<file path="src/rtl/spi_card_pkg.sv">
// Package: spi_card_pkg
// Holds the register addresses, the bit positions software relies on and the
// control register type used by the SPI card host port.
package spi_card_pkg;

    localparam int XFER_BITS = 8;

    localparam logic [1:0] REG_XFER = 2'd0;
    localparam logic [1:0] REG_CTRL = 2'd1;
    localparam logic [1:0] REG_STAT = 2'd2;

    localparam int CTL_DESEL  = 1;
    localparam int CTL_FAST   = 2;
    localparam int CTL_RDTRIG = 6;

    localparam int STS_BUSY   = 0;
    localparam int STS_NOCARD = 3;
    localparam int STS_WPROT  = 4;

    typedef struct packed {
        logic rd_trig;
        logic fast;
        logic desel;
    } ctrl_t;

endpackage

</file>
<file path="src/rtl/spi_card_sync.sv">
// Module: spi_card_sync
// A chain of flip-flops that brings slow asynchronous switch inputs into the
// clock domain. It assumes the inputs change much more slowly than clk.
// All stages reset to RST_VAL.
module spi_card_sync #(
    parameter int   WIDTH   = 2,
    parameter int   STAGES  = 2,
    parameter logic RST_VAL = 1'b1
) (
    input  logic             clk,
    input  logic             rst_n,
    input  logic [WIDTH-1:0] d,
    output logic [WIDTH-1:0] q
);

    logic [STAGES-1:0][WIDTH-1:0] stg;

    // Shift each input sample one stage along per clock.
    always_ff @(posedge clk) begin
        if (!rst_n) begin
            stg <= {(STAGES*WIDTH){RST_VAL}};
        end else begin
            stg <= {stg[STAGES-2:0], d};
        end
    end

    assign q = stg[STAGES-1];

endmodule

</file>
<file path="src/rtl/spi_card_clkgen.sv">
// Module: spi_card_clkgen
// Gives a one-cycle tick each time half an SCLK period has passed while run
// is high. The half period is FAST_HALF or SLOW_HALF clock cycles, picked by
// fast. The count restarts whenever run is low, so the first tick comes a full
// half period after an exchange starts.
module spi_card_clkgen #(
    parameter int SLOW_HALF = 200,
    parameter int FAST_HALF = 6
) (
    input  logic clk,
    input  logic rst_n,
    input  logic run,
    input  logic fast,
    output logic tick
);

    localparam int MAX_HALF = (SLOW_HALF > FAST_HALF) ? SLOW_HALF : FAST_HALF;
    localparam int CW       = $clog2(MAX_HALF + 1);

    logic [CW-1:0] cnt;
    logic [CW-1:0] limit;

    // Choose the terminal count for the selected rate.
    always_comb begin
        limit = fast ? CW'(FAST_HALF - 1) : CW'(SLOW_HALF - 1);
    end

    // Count cycles within the current half period.
    always_ff @(posedge clk) begin
        if (!rst_n) begin
            cnt <= '0;
        end else if (!run || cnt >= limit) begin
            cnt <= '0;
        end else begin
            cnt <= cnt + 1'b1;
        end
    end

    assign tick = run && (cnt >= limit);

endmodule

</file>
<file path="src/rtl/spi_card_shifter.sv">
// Module: spi_card_shifter
// The SPI mode 0 engine. A start loads the byte to send and raises busy.
// Every tick toggles SCLK: MISO is captured on the rising half and the shift
// register moves on the falling half, so MOSI only changes as SCLK drops.
// Busy clears on the last falling half, when the received byte is stored.
// It assumes start is only given while busy is low.
module spi_card_shifter #(
    parameter int BITS = 8
) (
    input  logic            clk,
    input  logic            rst_n,
    input  logic            start,
    input  logic [BITS-1:0] tx_byte,
    input  logic            tick,
    input  logic            miso,
    output logic            busy,
    output logic            sclk,
    output logic            mosi,
    output logic [BITS-1:0] rx_byte
);

    localparam int BCW = $clog2(BITS);

    logic [BITS-1:0] shreg;
    logic [BCW-1:0]  bitcnt;
    logic            miso_q;
    logic            last_bit;

    assign last_bit = (bitcnt == BCW'(BITS - 1));

    // Run the exchange: load, clock out, capture and finish.
    always_ff @(posedge clk) begin
        if (!rst_n) begin
            busy    <= 1'b0;
            sclk    <= 1'b0;
            shreg   <= '1;
            bitcnt  <= '0;
            miso_q  <= 1'b0;
            rx_byte <= '0;
        end else if (start && !busy) begin
            busy   <= 1'b1;
            sclk   <= 1'b0;
            shreg  <= tx_byte;
            bitcnt <= '0;
        end else if (busy && tick) begin
            if (!sclk) begin
                sclk   <= 1'b1;
                miso_q <= miso;
            end else begin
                sclk   <= 1'b0;
                shreg  <= {shreg[BITS-2:0], miso_q};
                bitcnt <= bitcnt + 1'b1;
                if (last_bit) begin
                    busy    <= 1'b0;
                    rx_byte <= {shreg[BITS-2:0], miso_q};
                end
            end
        end
    end

    // Hold the data line high between exchanges.
    always_comb begin
        mosi = busy ? shreg[BITS-1] : 1'b1;
    end

endmodule

</file>
<file path="src/rtl/spi_card_regs.sv">
// Module: spi_card_regs
// The register bus side of the port. It holds the control register, decides
// when a bus access starts an exchange and muxes the read data. Read data is
// combinational from bus_addr. It assumes bus_wr and bus_rd are single-cycle
// strobes.
module spi_card_regs
    import spi_card_pkg::*;
(
    input  logic       clk,
    input  logic       rst_n,
    input  logic [1:0] bus_addr,
    input  logic       bus_wr,
    input  logic       bus_rd,
    input  logic [7:0] bus_wdata,
    input  logic       xfer_busy,
    input  logic [7:0] rx_byte,
    input  logic       absent_s,
    input  logic       wprot_s,
    output ctrl_t      ctrl,
    output logic       start,
    output logic [7:0] tx_byte,
    output logic [7:0] bus_rdata
);

    logic wr_xfer;
    logic rd_xfer;
    logic wr_ctrl;

    // Decode the accesses that matter.
    always_comb begin
        wr_xfer = bus_wr && (bus_addr == REG_XFER);
        rd_xfer = bus_rd && (bus_addr == REG_XFER);
        wr_ctrl = bus_wr && (bus_addr == REG_CTRL);
    end

    // Update the control fields on a control write.
    always_ff @(posedge clk) begin
        if (!rst_n) begin
            ctrl.desel   <= 1'b1;
            ctrl.fast    <= 1'b0;
            ctrl.rd_trig <= 1'b0;
        end else if (wr_ctrl) begin
            ctrl.desel   <= bus_wdata[CTL_DESEL];
            ctrl.fast    <= bus_wdata[CTL_FAST];
            ctrl.rd_trig <= bus_wdata[CTL_RDTRIG];
        end
    end

    // Pick the trigger source and the outgoing byte for the current mode.
    always_comb begin
        if (ctrl.rd_trig) begin
            start   = rd_xfer && !xfer_busy;
            tx_byte = 8'hFF;
        end else begin
            start   = wr_xfer && !xfer_busy;
            tx_byte = bus_wdata;
        end
    end

    // Assemble the read data for the addressed register.
    always_comb begin
        bus_rdata = 8'h00;
        case (bus_addr)
            REG_XFER: bus_rdata = rx_byte;
            REG_CTRL: begin
                bus_rdata[CTL_DESEL]  = ctrl.desel;
                bus_rdata[CTL_FAST]   = ctrl.fast;
                bus_rdata[CTL_RDTRIG] = ctrl.rd_trig;
            end
            REG_STAT: begin
                bus_rdata[STS_BUSY]   = xfer_busy;
                bus_rdata[STS_NOCARD] = absent_s;
                bus_rdata[STS_WPROT]  = wprot_s;
            end
            default: bus_rdata = 8'h00;
        endcase
    end

endmodule

</file>
<file path="src/rtl/spi_card_host.sv">
// Module: spi_card_host
// Top level of the SPI card host port. It ties the register block, the SCLK
// tick generator, the shift engine and the switch synchronizer together.
// SLOW_HALF and FAST_HALF are SCLK half periods in clk cycles. The defaults
// give about 250 kHz and 8 MHz from a 100 MHz clock.
module spi_card_host
    import spi_card_pkg::*;
#(
    parameter int SLOW_HALF = 200,
    parameter int FAST_HALF = 6
) (
    input  logic       clk,
    input  logic       rst_n,
    input  logic [1:0] bus_addr,
    input  logic       bus_wr,
    input  logic       bus_rd,
    input  logic [7:0] bus_wdata,
    output logic [7:0] bus_rdata,
    output logic       spi_sclk,
    output logic       spi_mosi,
    input  logic       spi_miso,
    output logic       spi_cs_n,
    input  logic       card_absent,
    input  logic       card_wprot,
    output logic       led_n
);

    ctrl_t                ctrl;
    logic                 start;
    logic [XFER_BITS-1:0] tx_byte;
    logic [XFER_BITS-1:0] rx_byte;
    logic                 xfer_busy;
    logic                 tick;
    logic [1:0]           sw_sync;

    spi_card_sync #(
        .WIDTH  (2),
        .STAGES (2),
        .RST_VAL(1'b1)
    ) u_sync (
        .clk  (clk),
        .rst_n(rst_n),
        .d    ({card_wprot, card_absent}),
        .q    (sw_sync)
    );

    spi_card_regs u_regs (
        .clk      (clk),
        .rst_n    (rst_n),
        .bus_addr (bus_addr),
        .bus_wr   (bus_wr),
        .bus_rd   (bus_rd),
        .bus_wdata(bus_wdata),
        .xfer_busy(xfer_busy),
        .rx_byte  (rx_byte),
        .absent_s (sw_sync[0]),
        .wprot_s  (sw_sync[1]),
        .ctrl     (ctrl),
        .start    (start),
        .tx_byte  (tx_byte),
        .bus_rdata(bus_rdata)
    );

    spi_card_clkgen #(
        .SLOW_HALF(SLOW_HALF),
        .FAST_HALF(FAST_HALF)
    ) u_clkgen (
        .clk  (clk),
        .rst_n(rst_n),
        .run  (xfer_busy),
        .fast (ctrl.fast),
        .tick (tick)
    );

    spi_card_shifter #(
        .BITS(XFER_BITS)
    ) u_shift (
        .clk    (clk),
        .rst_n  (rst_n),
        .start  (start),
        .tx_byte(tx_byte),
        .tick   (tick),
        .miso   (spi_miso),
        .busy   (xfer_busy),
        .sclk   (spi_sclk),
        .mosi   (spi_mosi),
        .rx_byte(rx_byte)
    );

    // Select line and LED both follow the deselect control bit.
    always_comb begin
        spi_cs_n = ctrl.desel;
        led_n    = ctrl.desel;
    end

endmodule

</file>
<file path="config.mk">
export PLATFORM = sky130hd
export DESIGN_NAME = spi_card_host
export DESIGN_NICKNAME = d
export VERILOG_FILES = /design/src/rtl/spi_card_pkg.sv /design/src/rtl/spi_card_sync.sv /design/src/rtl/spi_card_clkgen.sv /design/src/rtl/spi_card_shifter.sv /design/src/rtl/spi_card_regs.sv /design/src/rtl/spi_card_host.sv
export SDC_FILE = /design/constraint.sdc
export NUM_CORES = 1
export LEC_CHECK = 0
export BUFFER_PORTS_ARGS = -buffer_cell sky130_fd_sc_hd__buf_2
export CORE_ASPECT_RATIO = 1.1
export CORE_MARGIN = 1
export CORE_UTILIZATION = 40
export DETAILED_ROUTE_END_ITERATION = 12
export PLACE_DENSITY = 0.62
export SYNTH_ARGS = -nofsm -noshare
export SYNTH_HDL_FRONTEND = slang
export SYNTH_SLANG_ARGS = --single-unit
</file>
<file path="constraint.sdc">
create_clock -name clk -period 2 [get_ports clk]
set_input_delay 0.1 -clock clk [delete_from_list [all_inputs] [get_ports clk]]
set_output_delay 0.1 -clock clk [all_outputs]
set_load 0.02 [all_outputs]
</file>
* Yosys cells after proc, flatten, opt, wreduce, memory -nomap -nowiden
Index checks and enable logic that the tools add are counted.
** Word-level totals
- Word-level logic and storage cells :: 60
- Bits in read-only memories :: 0
- Memories :: 0
- Bits in latches :: 0
- Input port bits :: 17
- RAM bits :: 0
- Flip-flop bits (word level) :: 37
- Output and inout port bits :: 12
** Operators by class
- Add/sub/neg operators :: 2
- Divide/modulo/power cells :: 0
- Shifts and indexed selects :: 0
- Reductions and logical operators :: 21
- Bitwise logic cells :: 3
- Equal/unequal tests :: 3
- $lt $le $gt $ge :: 1
- Multipliers :: 0
- Muxes and demuxes :: 18
** Operator list (number)
- $mux 8 :: 5
- $mux 1 :: 9
- $add 8x1->8 const B :: 1
- $ge 8x8->1 :: 1
- $logic_and 1x1->1 :: 8
- $pmux 2 s2 :: 2
- $reduce_and 3->1 :: 2
- $reduce_bool 2->1 :: 3
- $pmux 1 s2 :: 2
- $reduce_and 2->1 :: 2
- $reduce_and 4->1 :: 1
- $reduce_or 2->1 :: 2
- $add 3x1->3 const B :: 1
- $eq 3x3->1 const B :: 1
- $not 1->1 :: 3
- $eq 2x1->1 const B :: 1
- $eq 2x2->1 const B :: 1
- $logic_not 2->1 :: 1
- $logic_not 1->1 :: 1
- $logic_or 1x1->1 :: 1

* Depth between registers and ports, before layout
- Depth after elaboration :: 7
- Gate-level depth with buffers :: 6
- Mapped depth without buffers :: 5

* Hierarchy
A second synthesis with hierarchy kept.
** Second synthesis, totals
- Cell total of the unflattened synthesis :: 207
- Area total of the unflattened synthesis :: 1829.3 µm²
** By module, submodules not included
- spi_card_shifter :: cells an instance 111, times used 1, area an instance 915.9 µm²
- spi_card_clkgen :: cells an instance 45, times used 1, area an instance 461.7 µm²
- spi_card_regs :: cells an instance 40, times used 1, area an instance 324.1 µm²
- spi_card_sync :: cells an instance 10, times used 1, area an instance 120.1 µm²
- spi_card_host :: cells an instance 1, times used 1, area an instance 7.5 µm²

* Worst setup path before layout
No wires, ideal clock.
- Path kind :: register to register
- Start :: reg, netlist name u_regs.ctrl[1]
- End :: reg u_shift.shreg[0]
- Arrival :: 1.744 ns
- Period minus slack after synthesis :: 1.880 ns
- Cell stages (with the launch flop) :: 7
- Data required time :: 1.865 ns
- Path slack :: 0.120 ns
- Buffers on the path :: 1
- Cell sequence :: dfxtp_1 > ha_1 > or4_4 > a221o_1 > buf_2 > a211oi_1 > o31ai_1
** On the way
- Cells in the longest elaborated chain, start to end :: 6
** Ends and longest elaborated chain
- $mux 8 :: line spi_card_clkgen.sv:25 : limit = fast ? CW'(FAST_HALF - 1) : CW'(SLOW_HALF - 1);
- $ge 8x8->1 :: line spi_card_clkgen.sv:39 : assign tick = run && (cnt >= limit);
- $logic_and 1x1->1 :: line spi_card_clkgen.sv:39
- $logic_and 1x1->1 :: line spi_card_shifter.sv:45 : end else if (busy && tick) begin
- $reduce_bool 2->1 (no line)
- $reduce_and 2->1 (no line)
- end signal: assignment :: line spi_card_shifter.sv:43 : shreg <= tx_byte;
- end signal: assignment :: line spi_card_shifter.sv:51 : shreg <= {shreg[BITS-2:0], miso_q};
- end: declaration :: line spi_card_shifter.sv:24 : logic [BITS-1:0] shreg;
No other way between the ends.
A chain may end at the register's enable or synchronous reset.

* Worst setup path in the final report
- Start :: reg, netlist name u_regs.ctrl[1]
- End :: reg u_shift.shreg[1]
** On the way
- Cells in the longest elaborated chain, start to end :: 6
** Ends and longest elaborated chain (line)
- $mux 8 :: spi_card_clkgen.sv:25
- $ge 8x8->1 :: spi_card_clkgen.sv:39
- $logic_and 1x1->1 :: spi_card_clkgen.sv:39
- $logic_and 1x1->1 :: spi_card_shifter.sv:45
- $reduce_bool 2->1 (no line)
- $reduce_and 2->1 (no line)
No other way between the ends.

==> summary.md <==
| Metric | Value |
|---|---|
| Dominant delay contributor by cell family on the critical path | compound AO/OA/AOI/OAI gates |
| Flop and latch count out of synthesis | 37 |
| Final critical path time including I/O delays and setup | approximately 1.9 ns |
| Worst endpoint required time | between 2 and 2.5 ns |
| Clock Skews | 0.005055 ns |
| Type of the worst setup path | reg -> reg |
| Crit end category | flip-flop |
| Gpl congestion | 0.7594 |
| Nature of the critical path startpoint | flip-flop |
| Unrepaired setup endpoints after global routing | false |
| Initial antenna violation count | 0 |
| Routed WL per cell | 13.44 um |
| Synth Instances | ~200 |
| Flop2flop setup slack | about 0.11 ns |
| Worst path cell trace | ha_1, or4_4, a221o_1, buf_4, a211oi_1, o31ai_1 |
| Setup Viol. Count Final | 0 |
| CP max-delay cell | sky130_fd_sc_hd__or4_4 |
| Netlist cell types | 37 |
| Cell depth of the worst hold path | 3 |
| FF-to-FF path depth | 6 |
| Total die area | about 4700 um2 |
| Detailed-routing iteration count for the pre-antenna-repair pass | 4 |
| Horiz. Die Dim | 65.17 um |
| Overflow after GRT | 0 |
| Number of buffers created by CTS | 5 |
| Post-layout utilization of the core | roughly half |
| Ratio of total power to cell area | roughly 650 nW/um2 |
| Area grow syn2layout | 20.67% |
| Mean cell area of the mapped netlist | between 8 and 9 um2 |
| Power after layout | 1379 uW |
| Worst Tran Pin Value | between 0.6 and 0.7 ns |
| GR Layer Usage met3 | approximately 4.8% |
| Clk Latency, worst-skew pair | ~0.28 ns |
| Top-level port count | 29 |
| Top cell type by total area after synthesis | sky130_fd_sc_hd__dfxtp_1 |
| Overall routed net length | approximately 3.8 mm |
| Critical R2R Launch | u_regs.ctrl[1]$_SDFFE_PN0P_ |
| Hold-critical path endpoint | u_regs.ctrl[0]$_SDFFE_PN1P_ |
| Largest stage delay on the critical path | 0.43 ns |
| Least setup slack across all paths after layout | approximately 0.11 ns |
| Ratio of cells with drive above 1 in the final layout | between 20% and 30% |
| Top post-synthesis cells by area | sky130_fd_sc_hd__dfxtp_1 (42%), sky130_fd_sc_hd__mux2i_1 (10%), sky130_fd_sc_hd__nor2_1 (5.8%), sky130_fd_sc_hd__ha_1 (4.3%), sky130_fd_sc_hd__nand2_1 (4.3%) |
| Kind of path behind the tightest hold check | in -> reg |
| Largest fanout of any net on the critical path | 12 |
| GR Util All Layers | a little under a fifth |
| Synth Net Count | roughly 220 |
| Period utilization | 94.67% |
| Layer with the highest usage after global routing | met2 |
| Setup crit start | u_regs.ctrl[1]$_SDFFE_PN0P_ |
| CP bufs+invs | 1 |
| Total count of hold-check failures in the final report | 0 |
| Area of the core region | 4084 um2 |
| Worst Setup Slack post-DPL | roughly 0.064 ns |
| TNS Setup | 0 ns |
| Initial Utilization | a little over two fifths |
| Worst Path Arrival | ~2 ns |
| Total number of nets in the final design | around 260 |
| Peak supply drop | 0.3051 mV |
| Met2 usage in global routing | 30.70% |
| Number of buffer cells added on primary ports | 28 |
| CTS max path bufs | 2 |
| Clock transition at the registers of the reported paths | around 0.080 ns |
| Antenna viol nets, final | 0 |
| TritonCTS clock tree | done |
| Post-synthesis instance area | approximately 1800 um2 |
| Vias per cell | 5.172 |
| Launch instance of the worst min-delay path | bus_wdata[1] |
| Leakage | 0.0009171 uW |
| Height of the die | just over 70 um |
| Post-CTS Setup Repair Bufs | 0 |
| Max-cap violation count | 0 |
| Num rows | 24 |
| Cell at the root of the clock tree | sky130_fd_sc_hd__clkbuf_8 |
| Pin count of the biggest net entering global routing | 18 |
| Global-route wire length before repair | about 6.7 mm |
| Max-Slew Margin vs Limit | 54.46% |
| Vias after detailed routing | 1474 |
| Yosys warnings | 0 |
| Fraction of synthesized cell area taken by the top area cell type | a little over two fifths |
| Drt drc | 0 |
| Count of antenna diodes in the layout | 0 |
| Starting DRT DRC Count | between 50 and 60 |
| Pins over their slew limit | 0 |
| Sequential element share of the synthesized area | 42.20% |
| Outcome | finished clean |
| CTS sink cnt | 37 |
| Number of global-route vias before repair | between 1k and 1.5k |
| Met1 usage | 23.66% |
| Terminus of the critical flop-to-flop path | u_shift.shreg[1]$_SDFFE_PN1P_ |
| Htree depth | 2 |
| Detail Placement HPWL | 2.771 mm |
| Achievable Freq | around 530 MHz |
## how the worst max path moves through the flow
stage                                      endpoint  slack, ns  cells after the start
finish                u_shift.shreg[1]$_SDFFE_PN1P_       0.11                      6
CTS                 u_shift.rx_byte[6]$_SDFFE_PN0P_       0.04                      6
detailed placement  u_shift.rx_byte[6]$_SDFFE_PN0P_       0.06                      5
global route          u_shift.shreg[0]$_SDFFE_PN1P_       0.02                      6
floorplan             u_shift.shreg[0]$_SDFFE_PN1P_       0.12                      6
global placement    u_shift.rx_byte[5]$_SDFFE_PN0P_       0.11                      5
## layer usage
metal	vias to the layer above	wire [um]	share of wire [%]
met5	-	0	0
met1	678	1877	49
li1	767	-	-
met4	0	25	0.65
met3	2	136	3.5
met2	27	1791	47
## kinds of logic (layout without fill, tap and decap cells)
logic type      count (synthesis)  count (layout)  share of synthesized area (%)
compound gates                 35              35                          15.32
flops                          37              37                          42.20
simple gates                   78              78                          20.60
mux                            18              18                          10.26
xor+xnor                        6               6                          2.994
fa+ha+maj                       6               6                          4.276
buf+inv                        16              53                          4.347
## registers in the layout, summed over array words and instances, names as in the netlist
name,flops
u_clkgen.cnt,8
u_shift.rx_byte,8
u_shift.shreg,8
u_regs.ctrl,3
u_shift.bitcnt,3
u_sync.q,2
u_sync.stg,2
u_shift.busy,1
u_shift.miso_q,1
u_shift.sclk,1
## stage by stage
step | cells | hold WS (ns) | cell area, um2
after floorplan | 196 | 0.2015 | 1755
after global placement | 275 | 0.2814 | 1986
after detailed placement | 275 | 0.2860 | 1986
after CTS | 285 | 0.04640 | 2092
after global routing | 285 | 0.05804 | 2118
final | 285 | 0.06524 | 2118
## area by class of cell
type	instances	area, um2
inverters	3	11.26
repair buffers	42	250.2
fillers	427	1966
flip-flops and latches	37	740.7
clock buffers	5	68.82
multi-input cells	143	964.7
clock inverters	3	17.52
well taps	52	65.06
## Yosys cell counts (all sizes together)
cell type and instances:
nand3b 2, a21o 1, nor3b 2, a21oi 5, o211ai 2, ha 6
o31ai 8, or4 1, nand4 1, nand2 20, a211oi 7, xor2 2
a31oi 2, xnor2 4, mux2i 18, nor2b 1, clkbuf 8, o211a 1
a221oi 1, nand3 4, buf 5, o21ai 4, dfxtp 37, o21a 1
or2 1, and3 2, nor3 11, nor2 27, o41ai 2, or3 1
a221o 1, nand2b 5, inv 3
## worst min-delay path: stages
cell                      delay, ns
sky130_fd_sc_hd__buf_2         0.10
sky130_fd_sc_hd__mux2i_1       0.06
sky130_fd_sc_hd__nand2_1       0.06
## power breakdown
group	total, uW	internal, uW	switching (uW)
Combinational	112	48.5	63.7
Clock	506	240	266
Sequential	760	750	10.7
Total	1380	1040	340
## timing repair
item | CTS | global route
gates resized for setup | 0 | 6
setup endpoints to repair | 0 | 13
hold endpoints to repair | 2 | 0
hold buffers | 2 | 0
## layout by cell type, fill, tap and decap left out, types with 6 or more instances in the layout
cell / instances
sky130_fd_sc_hd__buf_2: 28
sky130_fd_sc_hd__buf_4: 12
sky130_fd_sc_hd__dfxtp_1: 37
sky130_fd_sc_hd__ha_1: 6
sky130_fd_sc_hd__mux2i_1: 18
sky130_fd_sc_hd__nand2_1: 20
sky130_fd_sc_hd__nor2_1: 27
sky130_fd_sc_hd__nor3_1: 11
sky130_fd_sc_hd__o31ai_1: 7
Power figures use the tool's default switching activity.
